==> src/rtl/bam_pkg.sv <==
// Shared constants and the layout-select encoding for the burst address mapper.
package bam_pkg;
    localparam int ROW_W    = 14;
    localparam int COL_W    = 5;
    localparam int BANK_W   = 2;
    localparam int PORT_W   = 4;
    localparam int LEN_W    = 8;
    localparam int LOW_IGN  = 5;   // byte offset bits inside one 32-byte beat
    localparam int BEAT_B   = 32;

    typedef enum logic [1:0] {
        MAP_RBC_IL = 2'd0,
        MAP_RCB    = 2'd1,
        MAP_BRC    = 2'd2,
        MAP_ALT    = 2'd3   // decoded as MAP_RBC_IL
    } map_sel_e;
endpackage

==> src/rtl/bam_addr_fields.sv <==
// Splits a byte address into stack select, destination port and memory address.
// Assumes the 4-high layout when DENSE8=0 and the 8-high layout otherwise.
// The byte-offset bits below one beat are dropped.
module bam_addr_fields
    import bam_pkg::*;
#(
    parameter int DENSE8 = 0
) (
    input  logic [32+DENSE8:0] addr,
    output logic               stack,
    output logic [PORT_W-1:0]  port,
    output logic [22+DENSE8:0] maddr
);
    localparam int AW = 33 + DENSE8;
    localparam int MW = 23 + DENSE8;

    logic unused_low_bits;

    // Pick out the fixed fields by position.
    always_comb begin
        stack = addr[AW-1];
        port  = addr[AW-2 -: PORT_W];
        maddr = addr[LOW_IGN +: MW];
    end

    assign unused_low_bits = ^addr[LOW_IGN-1:0];
endmodule

==> src/rtl/bam_bank_map.sv <==
// Decodes a memory address into bank group, bank, row and column under the
// selected layout. Combinational only. Assumes the layout select stays
// constant for the length of a burst.
module bam_bank_map
    import bam_pkg::*;
#(
    parameter int DENSE8 = 0
) (
    input  map_sel_e           sel,
    input  logic [22+DENSE8:0] maddr,
    output logic [1+DENSE8:0]  bg,
    output logic [BANK_W-1:0]  bank,
    output logic [ROW_W-1:0]   row,
    output logic [COL_W-1:0]   col
);
    localparam int MW  = 23 + DENSE8;
    localparam int BGW = 2 + DENSE8;
    localparam int BRC_BG_LO = COL_W + ROW_W + BANK_W;

    logic [BGW-1:0] il_bg;

    // Interleaved map: BG0 lowest, BG1 above the column, and on the 8-high
    // device the extra group bit at the top of the memory address.
    generate
        if (DENSE8 != 0) begin : g_sid
            always_comb il_bg = {maddr[MW-1], maddr[6], maddr[0]};
        end else begin : g_nosid
            always_comb il_bg = {maddr[6], maddr[0]};
        end
    endgenerate

    // Select the field positions for the chosen layout.
    always_comb begin
        case (sel)
            MAP_RCB: begin
                bg   = maddr[BGW-1:0];
                bank = maddr[BGW +: BANK_W];
                col  = maddr[BGW+BANK_W +: COL_W];
                row  = maddr[BGW+BANK_W+COL_W +: ROW_W];
            end
            MAP_BRC: begin
                col  = maddr[COL_W-1:0];
                row  = maddr[COL_W +: ROW_W];
                bank = maddr[COL_W+ROW_W +: BANK_W];
                bg   = maddr[BRC_BG_LO +: BGW];
            end
            default: begin
                bg   = il_bg;
                col  = maddr[1 +: COL_W];
                bank = maddr[7 +: BANK_W];
                row  = maddr[9 +: ROW_W];
            end
        endcase
    end
endmodule

==> src/rtl/bam_burst_seq.sv <==
// Holds one incremental burst and steps its beat address by one beat per
// accepted command. A request is taken only while idle.
module bam_burst_seq
    import bam_pkg::*;
#(
    parameter int AW = 33
) (
    input  logic             clk,
    input  logic             rst_n,
    input  logic             req_valid,
    output logic             req_ready,
    input  logic [AW-1:0]    req_addr,
    input  logic [LEN_W-1:0] req_len,
    input  logic             req_write,
    output logic             cmd_valid,
    input  logic             cmd_ready,
    output logic [AW-1:0]    beat_addr,
    output logic             beat_write,
    output logic             beat_last
);
    logic             busy;
    logic [LEN_W-1:0] left;

    // Burst state: load on request, step on each command handshake.
    always_ff @(posedge clk) begin
        if (!rst_n) begin
            busy       <= 1'b0;
            left       <= '0;
            beat_addr  <= '0;
            beat_write <= 1'b0;
        end else if (!busy) begin
            if (req_valid) begin
                busy       <= 1'b1;
                left       <= req_len;
                beat_addr  <= req_addr;
                beat_write <= req_write;
            end
        end else if (cmd_ready) begin
            if (left == '0) begin
                busy <= 1'b0;
            end else begin
                left      <= left - 1'b1;
                beat_addr <= beat_addr + AW'(BEAT_B);
            end
        end
    end

    // Handshake outputs follow the busy state.
    always_comb begin
        req_ready = !busy;
        cmd_valid = busy;
        beat_last = busy && (left == '0);
    end


    accept_start_chk: assert property (@(posedge clk) disable iff (!rst_n)
        (req_valid && req_ready) |=> (cmd_valid && !req_ready));


    last_release_chk: assert property (@(posedge clk) disable iff (!rst_n)
        (cmd_valid && cmd_ready && beat_last) |=> (!cmd_valid && req_ready));


    beat_step_chk: assert property (@(posedge clk) disable iff (!rst_n)
        (cmd_valid && cmd_ready && !beat_last) |=>
            (cmd_valid && (beat_addr - $past(beat_addr)) == AW'(BEAT_B)));


    stall_hold_chk: assert property (@(posedge clk) disable iff (!rst_n)
        (cmd_valid && !cmd_ready) |=>
            (cmd_valid && $stable(beat_addr) && $stable(beat_last) && $stable(beat_write)));
endmodule

==> src/rtl/beat_addr_mapper.sv <==
// Top of the burst address mapper: splits a burst into per-beat commands
// carrying stack, port, bank group, bank, row and column. Assumes map_sel
// changes only while idle and bursts are incremental.
module beat_addr_mapper
    import bam_pkg::*;
#(
    parameter int DENSE8 = 0
) (
    input  logic               clk,
    input  logic               rst_n,
    input  logic [1:0]         map_sel,
    input  logic               req_valid,
    output logic               req_ready,
    input  logic [32+DENSE8:0] req_addr,
    input  logic [7:0]         req_len,
    input  logic               req_write,
    output logic               cmd_valid,
    input  logic               cmd_ready,
    output logic               cmd_stack,
    output logic [3:0]         cmd_port,
    output logic [1+DENSE8:0]  cmd_bg,
    output logic [1:0]         cmd_bank,
    output logic [13:0]        cmd_row,
    output logic [4:0]         cmd_col,
    output logic               cmd_write,
    output logic               cmd_last
);
    localparam int AW = 33 + DENSE8;
    localparam int MW = 23 + DENSE8;

    logic [AW-1:0] beat_addr;
    logic [MW-1:0] maddr;
    map_sel_e      sel;

    // Cast the static layout select to its enumerated form.
    always_comb sel = map_sel_e'(map_sel);

    bam_burst_seq #(.AW(AW)) u_seq (
        .clk        (clk),
        .rst_n      (rst_n),
        .req_valid  (req_valid),
        .req_ready  (req_ready),
        .req_addr   (req_addr),
        .req_len    (req_len),
        .req_write  (req_write),
        .cmd_valid  (cmd_valid),
        .cmd_ready  (cmd_ready),
        .beat_addr  (beat_addr),
        .beat_write (cmd_write),
        .beat_last  (cmd_last)
    );

    bam_addr_fields #(.DENSE8(DENSE8)) u_fields (
        .addr  (beat_addr),
        .stack (cmd_stack),
        .port  (cmd_port),
        .maddr (maddr)
    );

    bam_bank_map #(.DENSE8(DENSE8)) u_map (
        .sel   (sel),
        .maddr (maddr),
        .bg    (cmd_bg),
        .bank  (cmd_bank),
        .row   (cmd_row),
        .col   (cmd_col)
    );


    bg_alternate_chk: assert property (@(posedge clk) disable iff (!rst_n)
        ((map_sel == 2'd0 || map_sel == 2'd3) && cmd_valid && cmd_ready && !cmd_last)
            |=> (cmd_bg[0] != $past(cmd_bg[0])));


    cmd_hold_chk: assert property (@(posedge clk) disable iff (!rst_n)
        (cmd_valid && !cmd_ready) |=>
            ($stable(cmd_row) && $stable(cmd_col) && $stable(cmd_bg) &&
             $stable(cmd_bank) && $stable(cmd_port) && $stable(cmd_stack)));


    idle_ready_chk: assert property (@(posedge clk) disable iff (!rst_n)
        (cmd_valid && !(cmd_ready && cmd_last)) |=> !req_ready);
endmodule

==> config.mk <==
export PLATFORM = sky130hd
export DESIGN_NAME = beat_addr_mapper
export DESIGN_NICKNAME = d
export VERILOG_FILES = /design/src/rtl/bam_pkg.sv /design/src/rtl/bam_addr_fields.sv /design/src/rtl/bam_bank_map.sv /design/src/rtl/bam_burst_seq.sv /design/src/rtl/beat_addr_mapper.sv
export SDC_FILE = /design/constraint.sdc
export NUM_CORES = 1
export LEC_CHECK = 0
export ABC_AREA = 1
export CAP_MARGIN = 20
export CORE_MARGIN = 2
export CORE_UTILIZATION = 45
export DETAILED_ROUTE_END_ITERATION = 8
export PLACE_DENSITY = 0.71
export RECOVER_POWER = 50
export SETUP_SLACK_MARGIN = 0.1
export SLEW_MARGIN = 10
export SYNTH_ARGS = -nofsm -noshare
export SYNTH_HDL_FRONTEND = slang
export SYNTH_SLANG_ARGS = --single-unit
==> constraint.sdc <==
create_clock -name clk -period 4.85 [get_ports clk]
set_input_delay 1.2125 -clock clk [delete_from_list [all_inputs] [get_ports clk]]
set_output_delay 1.2125 -clock clk [all_outputs]
set_load 0.05 [all_outputs]
==> out/metrics.cfg, run 1 <==
[finish]
final_cell_mix = nand2_1, nor2_1, o21ai_0
syn_to_final_growth_pct = 28.3
num_antenna_cells = 0
final_common_cell = nand2_1
postLayoutCoreUtil_pct = 60.4
nets = 631
fin_cells = 656
layout-drive-gt1-share_pct = 7.08

[floorplan]
dieWidth_um = 86.0
die-area_um2 = 7390
row_count = 29
io_pins = 80
die_y_um = 86.0
core_region_area_um2 = 6420
start_util_pct = 47.1

[pwr]
power.total_w = 0.00106
switching_share_pct = 41.2
combPwrFrac_pct = 41.0
p_per_area_nw_per_um2 = 274
p_leak_nw = 1.43
pwr-share-clk_pct = 22.1
internal_power_w = 0.000625
switching_power_w = 0.000438
seq_power_share_pct = 36.9
ir_drop_uv = 151

[route]
post_drt_wl_per_cell_um = 13.2
dr.pass1.iters = 5
vias = 3491
drt_wl_total_mm = 8.67
drt_drc_violations_left = 0
route.antenna.remaining_nets = 0
drt-initial-drc-count = 189
vias_per_cell = 5.32

[global_routing]
top_usage_layer = met2
grt_pass1_wl_mm = 14.2
antenna_found_initial = 0
use_met2_pct = 38.8
grt_max_degree = 62
grt.total_usage_pct = 23.6
gr-total-overflow = 0
groute.layer.met3.usage_pct = 4.04
grt_pass1_vias = 3097
grtUsageMet1_pct = 31.6

[clock_network]
tritoncts = done
cts_resized = 0
insertion_delay_ps = 300
cts_root_buffer = clkbuf_8
post-cts-setup-buffers = 0
cts_hold_buf = 0
cts_buffers = 5
clkTransAtPathRegs_ps = 80
clock-sinks = 38
htree_levels = 2
cts_max_path_buffers = 2

[logic_synthesis]
ys_warn_count = 0
synthArstFlopShare_pct = 0
ys_seq_area_share_pct = 25.2
synth.avg_cell_area_um2 = 5.79
netlist_area_um2 = 3020
synth-edff-count = 0
synth_area_leaders = dfxtp_1, nand2_1, nor2_1
yosys.area.top_type = dfxtp_1
synth_top_area_share_pct = 25.2
synth.distinct_cells = 31
synth_seq_cells = 38
synth_fp_nets = 575
synthFlopType = dfxtp_1
syn_inst = 522

[sta]
maxSlewViolCount = 0
worst_pin_slew_ps = 1290
rsz0062_at_grt = false
final.min_clock_period_ps = 4470
skew_ps = 7.17
finalHoldViolCount = 0
slew_headroom_pct = 13.5
fmax_ghz = 0.224
min_period_over_period_pct = 92.2
setup_viol = 0
finalSetupTns_ps = 0
worst_slack_ps = 377

[setup_path]
worst-path-max-fanout = 21
endpoint_kind = primary output
cp-start-kind = primary input
crit_type = primary input to primary output
arrival_ps = 3260
worstPathRequired_ps = 3640

[placed_design]
port-buffer-count = 74
pre_cts_ws_ps = 407
place.gp.congestion = 0.913
dp_hpwl_mm = 6.22
place_inst = 648

[worst_hold_path]
hp-class = flop to flop

[run_status]
run_status = finished, final reports clean

[run]
maxCapViolCount = 0

[synthesized netlist by cell type (5+ instances only)]
cell type and count:
buf_2 5, o211ai_1 6, nand3_1 40, nand2_2 5
nor2_4 5, ha_1 5, inv_1 40, nor2_1 74
clkbuf_1 11, a21oi_1 35, buf_6 5, nor3_1 6
o21ai_0 53, nand2_1 156, nor2_2 6, buf_4 5
dfxtp_1 38
[layer usage]
metal  routed length (µm)  up-vias
met3                  505       14
met1                 4070     1556
li1                     -     1803
met2                 3910      118
met5                    0        -
met4                  185        0
[sequential cells by signal, indices dropped and copies added, names as in the netlist]
register / flops
u_seq.cmd_valid: 1
u_seq.beat_addr: 28
u_seq.left: 8
u_seq.beat_write: 1
[critical path, stage by stage]
cell and delay (ps):
clkdlybuf4s50_1 480, ha_1 510, inv_1 260, nor2_1 140
inv_1 140, o21ai_0 330, buf_12 190
[metrics by stage]
stage,hold slack [ps],area [µm²]
6_report,498,3880
5_1_grt,519,3880
4_1_cts,500,3890
3_5_place_dp,488,3800
3_3_place_gp,483,3800
2_1_floorplan,470,3020
[kinds of logic after synthesis]
family          synth area share, %
buf+inv                        11.0
flops                          25.2
fa+ha+maj                      2.07
compound gates                 18.9
xor+xnor                      0.869
simple gates                   42.0
[worst paths after layout]
check             cells past startpoint  slack, ps                        startpoint                               end
setup / recovery                      7        380                        map_sel[1]                       cmd_bank[0]
hold / removal                        2        500  u_seq.beat_addr[32]$_SDFFE_PN0P_  u_seq.beat_addr[32]$_SDFFE_PN0P_
setup reg to reg                      8       1870        u_seq.cmd_valid$_SDFF_PN0_        u_seq.left[4]$_SDFFE_PN0P_
hold reg to reg                       2        500  u_seq.beat_addr[32]$_SDFFE_PN0P_  u_seq.beat_addr[32]$_SDFFE_PN0P_
[power groups by stage]
stage / Clock (W) / Sequential, W / Combinational (W)
2_1_floorplan: 0 / 0.000393 / 0.000299
3_3_place_gp: 0 / 0.000398 / 0.000431
3_5_place_dp: 0 / 0.000399 / 0.000437
4_1_cts: 0.000239 / 0.000392 / 0.000439
5_1_grt: 0.000249 / 0.000398 / 0.000474
6_report: 0.000235 / 0.000393 / 0.000436
[area by class of cell]
type,instances,area (µm²)
fill,668,2540
timing repair buffer,77,840
sequential,38,762
clock buffer,7,86.3
inverter,43,164
multi-input combinational,413,1930
clock inverter,1,5.00
tap,77,96.3
No activity file was read; power rests on OpenSTA's default activity.
==> inputs of run 2 (changes only) <==
Settings changed: CORE_ASPECT_RATIO set to 1.1, RECOVER_POWER 50 to 100.
==> out/metrics.cfg, run 2 (synthesized netlist as in run 1, its figures left out) <==
[clock_network]
cts_hold_buf = 0  ; unchanged
cts_buffers = 5  ; unchanged
cts_root_buffer = clkbuf_8  ; unchanged
post-cts-setup-buffers = 0  ; unchanged
htree_levels = 2  ; unchanged
clkTransAtPathRegs_ps = 80  ; about the same
clock-sinks = 38  ; unchanged
cts_resized = 0  ; unchanged
tritoncts = done  ; unchanged
cts_max_path_buffers = 2  ; unchanged
insertion_delay_ps = 300  ; about the same

[setup_path]
reg2regPathDepth = 8  ; unchanged
worstPathRequired_ps = 3640  ; about the same
cp_cell_sequence = clkdlybuf4s50_1, inv_1, ha_1, inv_1, nor2_1, inv_1, o221ai_1, dlymetal6s2s_1  ; was clkdlybuf4s50_1, ha_1, inv_1, nor2_1, inv_1, o21ai_0, buf_12
endpoint_kind = primary output  ; unchanged
critical_path_buf_inv_count = 5  ; was 4
r2r-end = u_seq.left[4]$_SDFFE_PN0P_  ; unchanged
rr_startpoint = u_seq.cmd_valid$_SDFF_PN0_  ; unchanged
reg2reg_slack_ps = 1920  ; was 1870 ps
arrival_ps = 3360  ; was 3260 ps
crit_type = primary input to primary output  ; unchanged
cp_top_family = buffers and inverters  ; unchanged
slowest_delay_ps = 500  ; was 510 ps
worst-path-max-fanout = 21  ; unchanged
cp-start-kind = primary input  ; unchanged
crit_top_cell = inv_1  ; unchanged
cp_slowest_cell = ha_1  ; unchanged

[placed_design]
port-buffer-count = 74  ; unchanged
pre_cts_ws_ps = 349  ; was 407 ps
place.gp.congestion = 0.848  ; was 0.913
place_area_um2 = 3800  ; about the same
dp_hpwl_mm = 6.22  ; about the same

[sta]
slew_headroom_pct = 14.0  ; was 13.5%
min_period_over_period_pct = 94.3  ; was 92.2%
skew_ps = 6.41  ; was 7.17 ps
finalSetupTns_ps = 0  ; unchanged
rsz0062_at_grt = false  ; unchanged
finalHoldViolCount = 0  ; unchanged
fmax_ghz = 0.219  ; was 0.224 GHz
worst_slack_ps = 276  ; was 377 ps
maxSlewViolCount = 0  ; unchanged
final.min_clock_period_ps = 4570  ; was 4470 ps
worst_pin_slew_ps = 1290  ; about the same
setup_viol = 0  ; unchanged

[route]
drt_drc_violations_left = 0  ; unchanged
post_drt_wl_per_cell_um = 13.0  ; was 13.2 µm
drt_wl_total_mm = 8.58  ; was 8.67 mm
route.antenna.remaining_nets = 0  ; unchanged
drt-initial-drc-count = 368  ; was 189
vias_per_cell = 5.32  ; about the same
top_layer_used = met4  ; unchanged
dr.pass1.iters = 5  ; unchanged
dr_wl_met2_mm = 4.08  ; was 3.91 mm
vias = 3519  ; was 3491
dr_wl_met3_um = 576  ; was 505 µm
wl_met1_mm = 3.82  ; was 4.07 mm

[finish]
final_cell_mix = nand2_1, nor2_1, o21ai_0  ; unchanged
stdcell_area_um2 = 3840  ; was 3880 µm²
num_antenna_cells = 0  ; unchanged
syn_to_final_growth_pct = 27.0  ; was 28.3%
final_common_cell = nand2_1  ; unchanged
reg.largest.list = u_seq.beat_addr: 28 flops, u_seq.left: 8 flops  ; unchanged
largest_reg_flops = 28  ; unchanged
layout-drive-gt1-share_pct = 6.04  ; was 7.08%
regMostFlops = u_seq.beat_addr  ; unchanged
nets = 631  ; unchanged

[global_routing]
antenna_found_initial = 0  ; unchanged
gr-total-overflow = 0  ; unchanged
grt.total_usage_pct = 24.0  ; was 23.6%
grt_max_degree = 62  ; unchanged
grt_pass1_wl_mm = 14.1  ; was 14.2 mm
grt_pass1_vias = 3086  ; was 3097

[pwr]
p_leak_nw = 1.47  ; was 1.43 nW
ir_drop_uv = 165  ; was 151 µV
p_per_area_nw_per_um2 = 273  ; was 274 nW/µm²

[worst_hold_path]
min_to = u_seq.beat_addr[32]$_SDFFE_PN0P_  ; unchanged
min_path_cells = 2  ; unchanged
hp-class = flop to flop  ; unchanged
hold_path.startpoint = u_seq.beat_addr[32]$_SDFFE_PN0P_  ; unchanged

[floorplan]
die-area_um2 = 7390  ; about the same
die_y_um = 90.0  ; was 86.0 µm
core_region_area_um2 = 6560  ; was 6420 µm²
start_util_pct = 46.1  ; was 47.1%
io_pins = 80  ; unchanged
dieWidth_um = 82.2  ; was 86.0 µm
row_count = 31  ; was 29

[run_status]
run_status = finished, final reports clean  ; unchanged

[run]
maxCapViolCount = 0  ; unchanged

==> run 2: cell types whose count changed in the layout (fill, tap and decap cells not counted) <==
cell,delta
clkdlybuf4s50_1,-12
buf_12,-3
clkbuf_2,+1
dlymetal6s2s_1,+2
dlygate4sd3_1,+12
buf_4,-4
clkbuf_1,+4
==> run 2: power by group <==
part           total (W)  switching, W  internal (W)
clock network   0.000239      0.000124      0.000115
registers       0.000393     0.0000467      0.000346
logic           0.000417      0.000267      0.000150
total            0.00105      0.000437      0.000612
==> run 2: final cells by class <==
class,instances,area (µm²)
Clock buffer,7,86.3
Multi-Input combinational cell,413,1930
Inverter,43,164
Fill cell,695,2720
Sequential cell,38,762
Timing Repair Buffer,77,795
Clock inverter,1,5.00
Tap cell,82,103
==> run 2: worst max-delay path by stage <==
stage | from | endpoint | slack, ps | cells after the start
6_report | map_sel[0] | cmd_col[3] | 280 | 8
5_1_grt | map_sel[0] | cmd_col[3] | 80 | 8
4_1_cts | map_sel[0] | cmd_row[8] | 340 | 6
3_3_place_gp | map_sel[1] | cmd_row[1] | 440 | 5
2_1_floorplan | map_sel[0] | cmd_bank[0] | 640 | 6
3_5_place_dp | map_sel[0] | cmd_row[8] | 350 | 6
==> run 2: per-layer routing <==
layer / global-route usage, % / vias up
met5: 0 / -
li1: - / 1808
met4: 6.11 / 0
met2: 39.0 / 135
met3: 3.21 / 8
met1: 33.0 / 1568
==> run 2: stage by stage <==
stage	utilization [%]	total power (W)	hold WS (ps)	std cells
2_1_floorplan	-	0.000691	470	522
5_1_grt	58.6	0.00111	521	661
4_1_cts	59.4	0.00107	510	661
6_report	58.6	0.00105	503	661
3_5_place_dp	58.0	0.000836	497	653
3_3_place_gp	58.0	0.000829	484	653
==> run 2: worst register-to-register path: stages, from the launching register on <==
cell	delay, ps
dfxtp_2	330
buf_4	490
nand2_1	150
inv_1	80
o21ai_0	70
nand2_1	940
inv_4	370
o21ai_0	290
a21oi_1	90
